`config.mk`:
```
export PLATFORM = sky130hd
export DESIGN_NAME = ipt_lookup
export DESIGN_NICKNAME = d
export VERILOG_FILES = /design/src/rtl/ipt_pkg.sv /design/src/rtl/ipt_key_hash.sv /design/src/rtl/ipt_entry_decode.sv /design/src/rtl/ipt_walk_ctrl.sv /design/src/rtl/ipt_lookup.sv
export SDC_FILE = /design/constraint.sdc
export NUM_CORES = 1
export LEC_CHECK = 0
export BUFFER_PORTS_ARGS = -buffer_cell sky130_fd_sc_hd__buf_4
export CAP_MARGIN = 0
export CORE_UTILIZATION = 48
export DETAILED_ROUTE_END_ITERATION = 6
export PLACE_DENSITY = 0.81
export SYNTH_ARGS = -nofsm -noshare
export SYNTH_HDL_FRONTEND = slang
export SYNTH_HIERARCHICAL = 1
export SYNTH_SLANG_ARGS = --single-unit
```
`constraint.sdc`:
```
create_clock -name clk -period 2 [get_ports clk]
set_input_delay 0.2 -clock clk [delete_from_list [all_inputs] [get_ports clk]]
set_output_delay 0.2 -clock clk [all_outputs]
set_load 0.05 [all_outputs]
```
`src/rtl/ipt_pkg.sv`:
```
package ipt_pkg;

  typedef enum logic [2:0] {
    WS_IDLE,
    WS_ANC_REQ,
    WS_ANC_USE,
    WS_ENT_REQ,
    WS_ENT_USE
  } walk_state_t;

endpackage

```
`src/rtl/ipt_key_hash.sv`:
```
module ipt_key_hash #(
  parameter int KEY_W  = 12,
  parameter int HASH_W = 3
) (
  input  logic [KEY_W-1:0]  key,
  output logic [HASH_W-1:0] idx
);

  localparam int NSL   = (KEY_W + HASH_W - 1) / HASH_W;
  localparam int PAD_W = NSL * HASH_W;

  logic [PAD_W-1:0]  padded;
  logic [HASH_W-1:0] acc [NSL+1];

  assign padded = PAD_W'(key);
  assign acc[0] = '0;

  for (genvar g = 0; g < NSL; g++) begin : g_fold
    assign acc[g+1] = acc[g] ^ padded[g*HASH_W +: HASH_W];
  end

  assign idx = acc[NSL];

endmodule

```
`src/rtl/ipt_entry_decode.sv`:
```
module ipt_entry_decode #(
  parameter int PID_W   = 4,
  parameter int VPN_W   = 8,
  parameter int FRAME_W = 4
) (
  input  logic [PID_W+VPN_W+FRAME_W:0] word,
  input  logic [PID_W-1:0]             key_pid,
  input  logic [VPN_W-1:0]             key_vpn,
  output logic [FRAME_W-1:0]           link,
  output logic                         link_end,
  output logic                         key_hit
);

  localparam int VPN_LSB = FRAME_W;
  localparam int PID_LSB = FRAME_W + VPN_W;
  localparam int VLD_BIT = FRAME_W + VPN_W + PID_W;

  logic             ent_valid;
  logic [PID_W-1:0] ent_pid;
  logic [VPN_W-1:0] ent_vpn;

  always_comb begin
    link      = word[FRAME_W-1:0];
    ent_vpn   = word[VPN_LSB +: VPN_W];
    ent_pid   = word[PID_LSB +: PID_W];
    ent_valid = word[VLD_BIT];
    link_end  = &link;
    key_hit   = ent_valid && (ent_pid == key_pid) && (ent_vpn == key_vpn);
  end

endmodule

```
`src/rtl/ipt_walk_ctrl.sv`:
```
module ipt_walk_ctrl
  import ipt_pkg::*;
#(
  parameter int FRAME_W = 4,
  parameter int HASH_W  = 3
) (
  input  logic               clk,
  input  logic               rst,
  input  logic               start,
  input  logic [HASH_W-1:0]  anchor_idx,
  input  logic [FRAME_W-1:0] link,
  input  logic               link_end,
  input  logic               key_hit,
  output logic               ready,
  output logic               mem_rd_en,
  output logic [FRAME_W:0]   mem_rd_addr,
  output logic               rsp_valid,
  output logic               rsp_hit,
  output logic               rsp_fault,
  output logic               rsp_error,
  output logic [FRAME_W-1:0] rsp_frame
);

  localparam int               FRAMES = 1 << FRAME_W;
  localparam int               CNT_W  = FRAME_W + 1;
  localparam logic [CNT_W-1:0] LIMIT  = CNT_W'(FRAMES);

  walk_state_t        state;
  logic [FRAME_W-1:0] cur_q;
  logic [CNT_W-1:0]   steps_q;

  assign ready = (state == WS_IDLE);

  always_ff @(posedge clk) begin
    if (rst) begin
      state       <= WS_IDLE;
      mem_rd_en   <= 1'b0;
      mem_rd_addr <= '0;
      rsp_valid   <= 1'b0;
      rsp_hit     <= 1'b0;
      rsp_fault   <= 1'b0;
      rsp_error   <= 1'b0;
      rsp_frame   <= '0;
      cur_q       <= '0;
      steps_q     <= '0;
    end else begin
      mem_rd_en <= 1'b0;
      rsp_valid <= 1'b0;
      rsp_hit   <= 1'b0;
      rsp_fault <= 1'b0;
      rsp_error <= 1'b0;
      unique case (state)
        WS_IDLE: begin
          if (start) begin
            mem_rd_en   <= 1'b1;
            mem_rd_addr <= {1'b0, FRAME_W'(anchor_idx)};
            state       <= WS_ANC_REQ;
          end
        end
        WS_ANC_REQ: state <= WS_ANC_USE;
        WS_ANC_USE: begin
          if (link_end) begin
            rsp_valid <= 1'b1;
            rsp_fault <= 1'b1;
            state     <= WS_IDLE;
          end else begin
            mem_rd_en   <= 1'b1;
            mem_rd_addr <= {1'b1, link};
            cur_q       <= link;
            steps_q     <= CNT_W'(1);
            state       <= WS_ENT_REQ;
          end
        end
        WS_ENT_REQ: state <= WS_ENT_USE;
        WS_ENT_USE: begin
          if (key_hit) begin
            rsp_valid <= 1'b1;
            rsp_hit   <= 1'b1;
            rsp_frame <= cur_q;
            state     <= WS_IDLE;
          end else if (link_end) begin
            rsp_valid <= 1'b1;
            rsp_fault <= 1'b1;
            state     <= WS_IDLE;
          end else if (steps_q == LIMIT) begin
            rsp_valid <= 1'b1;
            rsp_error <= 1'b1;
            state     <= WS_IDLE;
          end else begin
            mem_rd_en   <= 1'b1;
            mem_rd_addr <= {1'b1, link};
            cur_q       <= link;
            steps_q     <= steps_q + CNT_W'(1);
            state       <= WS_ENT_REQ;
          end
        end
        default: state <= WS_IDLE;
      endcase
    end
  end

endmodule

```
`src/rtl/ipt_lookup.sv`:
```
module ipt_lookup #(
  parameter int PID_W   = 4,
  parameter int VPN_W   = 8,
  parameter int OFF_W   = 6,
  parameter int FRAME_W = 4,
  parameter int HASH_W  = 3
) (
  input  logic                         clk,
  input  logic                         rst,
  input  logic                         req_valid,
  output logic                         req_ready,
  input  logic [PID_W-1:0]             req_pid,
  input  logic [VPN_W-1:0]             req_vpn,
  input  logic [OFF_W-1:0]             req_off,
  output logic                         mem_rd_en,
  output logic [FRAME_W:0]             mem_rd_addr,
  input  logic [PID_W+VPN_W+FRAME_W:0] mem_rd_data,
  output logic                         rsp_valid,
  output logic                         rsp_hit,
  output logic                         rsp_fault,
  output logic                         rsp_error,
  output logic [FRAME_W+OFF_W-1:0]     rsp_paddr
);

  localparam int KEY_W = PID_W + VPN_W;

  logic               start;
  logic [HASH_W-1:0]  anchor_idx;
  logic [PID_W-1:0]   pid_q;
  logic [VPN_W-1:0]   vpn_q;
  logic [OFF_W-1:0]   off_q;
  logic [FRAME_W-1:0] link;
  logic               link_end;
  logic               key_hit;
  logic [FRAME_W-1:0] rsp_frame;

  assign start = req_valid && req_ready;

  always_ff @(posedge clk) begin
    if (rst) begin
      pid_q <= '0;
      vpn_q <= '0;
      off_q <= '0;
    end else if (start) begin
      pid_q <= req_pid;
      vpn_q <= req_vpn;
      off_q <= req_off;
    end
  end

  ipt_key_hash #(
    .KEY_W (KEY_W),
    .HASH_W(HASH_W)
  ) u_hash (
    .key({req_pid, req_vpn}),
    .idx(anchor_idx)
  );

  ipt_entry_decode #(
    .PID_W  (PID_W),
    .VPN_W  (VPN_W),
    .FRAME_W(FRAME_W)
  ) u_decode (
    .word    (mem_rd_data),
    .key_pid (pid_q),
    .key_vpn (vpn_q),
    .link    (link),
    .link_end(link_end),
    .key_hit (key_hit)
  );

  ipt_walk_ctrl #(
    .FRAME_W(FRAME_W),
    .HASH_W (HASH_W)
  ) u_ctrl (
    .clk        (clk),
    .rst        (rst),
    .start      (start),
    .anchor_idx (anchor_idx),
    .link       (link),
    .link_end   (link_end),
    .key_hit    (key_hit),
    .ready      (req_ready),
    .mem_rd_en  (mem_rd_en),
    .mem_rd_addr(mem_rd_addr),
    .rsp_valid  (rsp_valid),
    .rsp_hit    (rsp_hit),
    .rsp_fault  (rsp_fault),
    .rsp_error  (rsp_error),
    .rsp_frame  (rsp_frame)
  );

  assign rsp_paddr = {rsp_frame, off_q};

endmodule

```
==> Word-level counts from Yosys, hierarchy flattened <==
Index checks and enable logic that the tools add are counted.
{ "word_totals": {"reg_bits": 44, "latch_bits": 0, "ram_bits": 0, "romBits": 0, "inputBits": 38, "output_inout_bits": 21, "elab_cells": 78, "n_memories": 0} }
{ "op_classes": {"n_addsub": 1, "mul": 0, "div": 0, "magnitude_cmp": 0, "n_eq_ne": 12, "shift": 0, "n_mux": 36, "bitwise_logic": 4, "reduce_logical": 12} }
{ "op_table": {"columns": ["op", "count"], "rows": [
  ["2-to-1 mux 5 bit", 9],
  ["2-to-1 mux 4 bit", 4],
  ["case mux 3 bit (5 select lines)", 1],
  ["case mux 5 bit (3 select lines)", 1],
  ["2-to-1 mux 1 bit", 11],
  ["case mux 5 bit (2 select lines)", 1],
  ["2-to-1 mux 3 bit", 3],
  ["XOR 3 bit", 3],
  ["== test 8 bit", 1],
  ["!= test 2 bit (second input constant)", 4],
  ["case mux 4 bit (2 select lines)", 1],
  ["== test 3 x 2 -> 1 bit (second input constant)", 2],
  ["AND reduction 6 bit", 1],
  ["adder 5 x 1 -> 5 bit (second input constant)", 1],
  ["== test 5 bit (second input constant)", 1],
  ["AND reduction 5 bit", 1],
  ["== test 4 bit", 1],
  ["2-to-1 mux 2 bit", 2],
  ["case mux 1 bit (2 select lines)", 2],
  ["AND reduction 4 bit", 1],
  ["OR reduction 4 bit", 1],
  ["== test 3 x 1 -> 1 bit (second input constant)", 1],
  ["== test 3 bit (second input constant)", 1],
  ["logical AND 1 bit", 3],
  ["other kinds (8)", 8]
]} }

==> Logic depth before layout (Yosys ltp) <==
{ "logic_depth": {"ltp_word": 5, "depth_mapped": 10, "ltp_nobuf": 7} }

==> By module <==
Netlist, hierarchy kept.
{ "by_module_without_submodules": {"columns": ["mod", "instances", "cells_each", "area_each_um2", "seq_area_each_um2"], "rows": [
  ["ipt_walk_ctrl", 1, 125, 1208.7, 520.5],
  ["ipt_lookup", 1, 83, 852.1, 360.3],
  ["ipt_entry_decode", 1, 22, 177.7, 0.0],
  ["ipt_key_hash", 1, 9, 78.8, 0.0]
]} }

==> Worst setup path before layout <==
OpenSTA, ideal clock, no wires.
{ "synth_timing": {"path_type": "register to register", "from": "register u_ctrl.state[2]", "to": "register u_ctrl.mem_rd_addr[3]", "setup_time_ns": 0.134, "t_arrival_ns": 3.039, "required_ns": 1.866, "slack_ns": -1.172, "stages_incl_launch_ff": 11, "path_buffers": 4, "synth_period_minus_slack_ns": 3.172, "path_cell_list": "dfxtp_1 -> buf_6 -> nor3_1 -> buf_4 -> buf_2 -> and2_1 -> nand2b_1 -> a211oi_1 -> or2_0 -> buf_4 -> o32ai_2"} }
{ "synth_between": {"elab_chain_cells": 4, "word_cells_on_any_way": 12, "cone_classes": "eq/ne: 7; mux: 1; reduce/logical: 4"} }
{ "synth_rtl": {"columns": ["element", "line", "text"], "rows": [
  ["start, declared", "ipt_walk_ctrl.sv:28", "walk_state_t state;"],
  ["start signal, assigned", "ipt_walk_ctrl.sv:36", "state <= WS_IDLE;"],
  ["start signal, assigned", "ipt_walk_ctrl.sv:57", "state <= WS_ANC_REQ;"],
  ["start signal, assigned", "ipt_walk_ctrl.sv:60", "WS_ANC_REQ: state <= WS_ANC_USE;"],
  ["logical NOT 3 bit", "ipt_walk_ctrl.sv:32", "assign ready = (state == WS_IDLE);"],
  ["named net req_ready", "ipt_lookup.sv:11", "output logic req_ready,"],
  ["logical AND 1 bit", "ipt_lookup.sv:37", "assign start = req_valid && req_ready;"],
  ["named net start", "ipt_lookup.sv:27", "logic start;"],
  ["!= test 2 x 1 -> 1 bit (no line)", null, null],
  ["AND reduction 6 bit (no line)", null, null],
  ["end signal, assigned", "ipt_walk_ctrl.sv:56", "mem_rd_addr <= {1'b0, FRAME_W'(anchor_idx)};"],
  ["end signal, assigned", "ipt_walk_ctrl.sv:68", "mem_rd_addr <= {1'b1, link};"],
  ["end signal, assigned", "ipt_walk_ctrl.sv:91", "mem_rd_addr <= {1'b1, link};"],
  ["end, declared", "ipt_walk_ctrl.sv:16", "output logic [FRAME_W:0] mem_rd_addr,"]
]} }
The timed path passes the listed nets, and every way through them passes these cells.
A chain may end at the register's enable or synchronous reset.

==> Worst setup path after layout <==
{ "layout_timing": {"from": "register pid_q[2]", "to": "register u_ctrl.mem_rd_addr[3]"} }
{ "layout_between": {"elab_chain_cells": 5} }
{ "layout_rtl": {"columns": ["element", "line", "text"], "rows": [
  ["start, declared", "ipt_lookup.sv:29", "logic [PID_W-1:0] pid_q;"],
  ["start signal, assigned", "ipt_lookup.sv:45", "pid_q <= req_pid;"],
  ["== test 4 bit", "ipt_entry_decode.sv:28", "key_hit = ent_valid && (ent_pid == key_pid) && (ent_vpn == key_vpn);"],
  ["logical AND 1 bit (2 in series)", "ipt_entry_decode.sv:28", null],
  ["named net key_hit", "ipt_lookup.sv:34", "logic key_hit;"],
  ["!= test 2 bit (no line)", null, null],
  ["AND reduction 6 bit (no line)", null, null]
]} }
The timed path passes the listed nets, and every way through them passes these cells.

==> flow_summary.ini <==
[die]
start_util_pct = 51.4
die_y_um = 71.5
top_level_ports = 59
fp.coreArea_um2 = 4500
die_w_um = 71.5
dieArea_um2 = 5110
row_count = 24

[clock_network]
path_clk_slew_ns = 0.08
h-tree-depth = 2
insertion_delay_ns = 0.29
cts_buffer_depth = 2
cts_tree = done
cts_buffers = 5
cts_root_buf = clkbuf_8
clkSinkCount = 44
post_cts_buffers = 0

[worst_setup_path]
worstSetupEndpoint = u_ctrl/mem_rd_addr[3]$_SDFFE_PP0P_
critical_path.max_fanout = 6
timing.rr.end = u_ctrl/mem_rd_addr[3]$_SDFFE_PP0P_
cp.required_ns = 2.20
cp.arrival_ns = 2.16
cp-start-kind = register
cp-end-kind = register
r2r_setup_slack_ns = 0.04
r2r_start = pid_q[2]$_SDFFE_PP0P_
startpoint = pid_q[2]$_SDFFE_PP0P_
reg2regPathDepth = 8
criticalPathCategory = reg2reg

[place]
gp_congestion = 0.782
dpl.hpwl_um = 3410
io_buffers = 58
dpl_worst_slack_ns = -0.0374
dpl.cell_count = 334

[synthesis]
postSynthCellCount = 239
seq_area_frac_synth_pct = 38.0
synth.distinct_cells = 45
synth_nets = 279
synth_warnings = 6
synth_area_um2 = 2320
syn_avg_cell_area_um2 = 9.70
ys_ff_latch = 44
synth-async-reset-ratio_pct = 0
synth_edf_count = 0
synthFlopType = dfxtp_1

[global_route]
grt_max_degree = 44
grt_usage_pct = 19.6
antenna_found_initial = 0
grt_first_pass_wirelength_um = 7880
overflow = 0
grt_pass1_vias = 1683

[timing]
slew_headroom_pct = 65.3
worst_pin_slew_ns = 0.520
fmax_ghz = 0.510
setup_viol = 0
slew_viol_final = 0
setup_slack_ns = 0.0395
post-route-period-util_pct = 98.0
hold_viol_final = 0
finClkSkew_ns = 0.00409
min_period_ns = 1.96

[cells_and_area]
synthToLayoutAreaGrowth_pct = 23.3
nNetsFinal = 329
final_cells = 342
n_antenna_cell = 0
layout-drive-gt1-share_pct = 39.0

[outcome]
status = finished, final reports clean

[drt]
viasPerCell = 5.37
postRouteAntennaNets = 0
vias = 1838
firstDrtPassIters = 4
wl_per_cell_um = 14.1
drt_iter0_drc = 97
postRouteWirelength_um = 4840
route.detailed.drc = 0

[run]
drv_cap = 0

[pwr]
ir_drop_v = 0.000634
leakage_nw = 1.11
powerDensity_nw_per_um2 = 950

[hold_path]
hold_path_class = in2reg
-- layer usage --
layer,global-route usage [%],wire length (um),up-vias
li1,-,-,932
met1,26.6,2310,849
met2,30.5,2220,49
met3,4.64,218,8
met4,7.63,91,0
met5,0,0,-
-- state kept, by name, indices dropped and copies added, names as in the netlist --
signal / cells
u_ctrl/rsp_valid: 1
u_ctrl/rsp_fault: 1
u_ctrl/cur_q: 4
u_ctrl/mem_rd_addr: 5
off_q: 6
pid_q: 4
u_ctrl/state: 3
vpn_q: 8
u_ctrl/rsp_error: 1
u_ctrl/mem_rd_en: 1
u_ctrl/steps_q: 5
u_ctrl/rsp_hit: 1
u_ctrl/rsp_frame: 4
-- where the power goes --
| group | internal (mW) | switching, mW | leakage, nW |
|---|---|---|---|
| clock | 0.371 | 0.282 | 0.0552 |
| sequential | 0.977 | 0.0797 | 0.360 |
| combinational | 0.399 | 0.606 | 0.697 |
-- cells by family after synthesis --
| logic type | synth area share, % |
|---|---|
| AND/OR/NAND/NOR | 18.1 |
| AO/OA/AOI/OAI | 22.3 |
| flip-flops | 38.0 |
| buffers and inverters | 8.69 |
| XOR/XNOR | 8.32 |
| multiplexers | 3.51 |
| adder cells (fa/ha/maj) | 1.08 |
-- repair_timing --
item                                    CTS  global route
gates resized for setup                   4             6
endpoints found under the setup margin    9            18
pin swaps                                 0             4
hold buffers                              0             0
-- cell type report --
type                            instances  area (um2)
Sequential cell                        44         883
Tap cell                               52        65.1
Timing Repair Buffer                   66         495
Fill cell                             392        1650
Inverter                                5        18.8
Multi-Input combinational cell        167        1290
Clock inverter                          2        35.0
Clock buffer                            6        72.6
-- cells in the final DEF, fill, tap and decap left out, types with 2 or more instances in the layout --
cell type  netlist  routed
a21oi_2         12      11
o21ai_0          6       6
dfxtp_2          0       2
a211oi_2         3       4
mux2i_1          7       7
nand2_1          6       6
nand2b_1         3       3
or4_1            2       2
clkbuf_8         0       5
dfxtp_1         44      42
nor2b_1          3       3
xor2_1           3       3
buf_4            6      66
o31ai_1          2       2
nor3_1           6       2
xnor2_1         19      18
a21bo_1         11      11
nor2_1           8       8
a21o_1           3       3
nand3_1         24      24
a21oi_1         19      19
ha_1             2       2
nor3_2           0       3
a21bo_2          7       7
nand4_1          3       3
inv_1            5       5
-- how the worst min path moves through the flow --
| stage | from | to | slack, ns | cells past startpoint |
|---|---|---|---|---|
| after floorplan | rst | u_ctrl/mem_rd_en$_SDFF_PP0_ | 0.27 | 1 |
| final | req_off[1] | off_q[1]$_SDFFE_PP0P_ | 0.16 | 3 |
| after global routing | req_off[0] | off_q[0]$_SDFFE_PP0P_ | 0.16 | 3 |
| after CTS | req_off[1] | off_q[1]$_SDFFE_PP0P_ | 0.16 | 3 |
| after detailed placement | u_ctrl/mem_rd_addr[4]$_SDFFE_PP0P_ | u_ctrl/mem_rd_addr[4]$_SDFFE_PP0P_ | 0.45 | 2 |
| after global placement | u_ctrl/mem_rd_addr[4]$_SDFFE_PP0P_ | u_ctrl/mem_rd_addr[4]$_SDFFE_PP0P_ | 0.45 | 2 |
-- worst max-delay path, stage by stage, from the launching register on --
cell and delay (ns):
dfxtp_1 0.32, xnor2_1 0.19, nand4_1 0.12, nor4_2 0.29
buf_4 0.18, nor3b_4 0.04, and3_2 0.26, or2_4 0.27
o32ai_2 0.21
-- synthesized netlist by cell type (6+ instances only) --
| cell | number | area (um2) |
|---|---|---|
| a21bo_1 | 11 | 110 |
| a21bo_2 | 7 | 70.1 |
| a21oi_1 | 19 | 95.1 |
| a21oi_2 | 12 | 105 |
| buf_4 | 6 | 45.0 |
| buf_6 | 9 | 101 |
| dfxtp_1 | 44 | 881 |
| mux2i_1 | 7 | 70.1 |
| nand2_1 | 6 | 22.5 |
| nand3_1 | 24 | 120 |
| nor2_1 | 8 | 30.0 |
| nor3_1 | 6 | 30.0 |
| o21ai_0 | 6 | 30.0 |
| xnor2_1 | 19 | 166 |
-- through the flow --
stage            TNS [ns]  util [%]  instance area (um2)  hold slack [ns]  total power [mW]
2_1_floorplan       -1.08         -                 2350            0.272              1.88
3_3_place_gp   -0.0000153      60.3                 2710            0.447              2.02
3_5_place_dp      -0.0971      60.3                 2710            0.448              2.04
4_1_cts                 0      63.0                 2840            0.160              2.72
5_1_grt           -0.0207      63.4                 2860            0.158              2.86
6_report                0      63.4                 2860            0.163              2.71
Note: power is estimated with default switching activity, not from simulation.
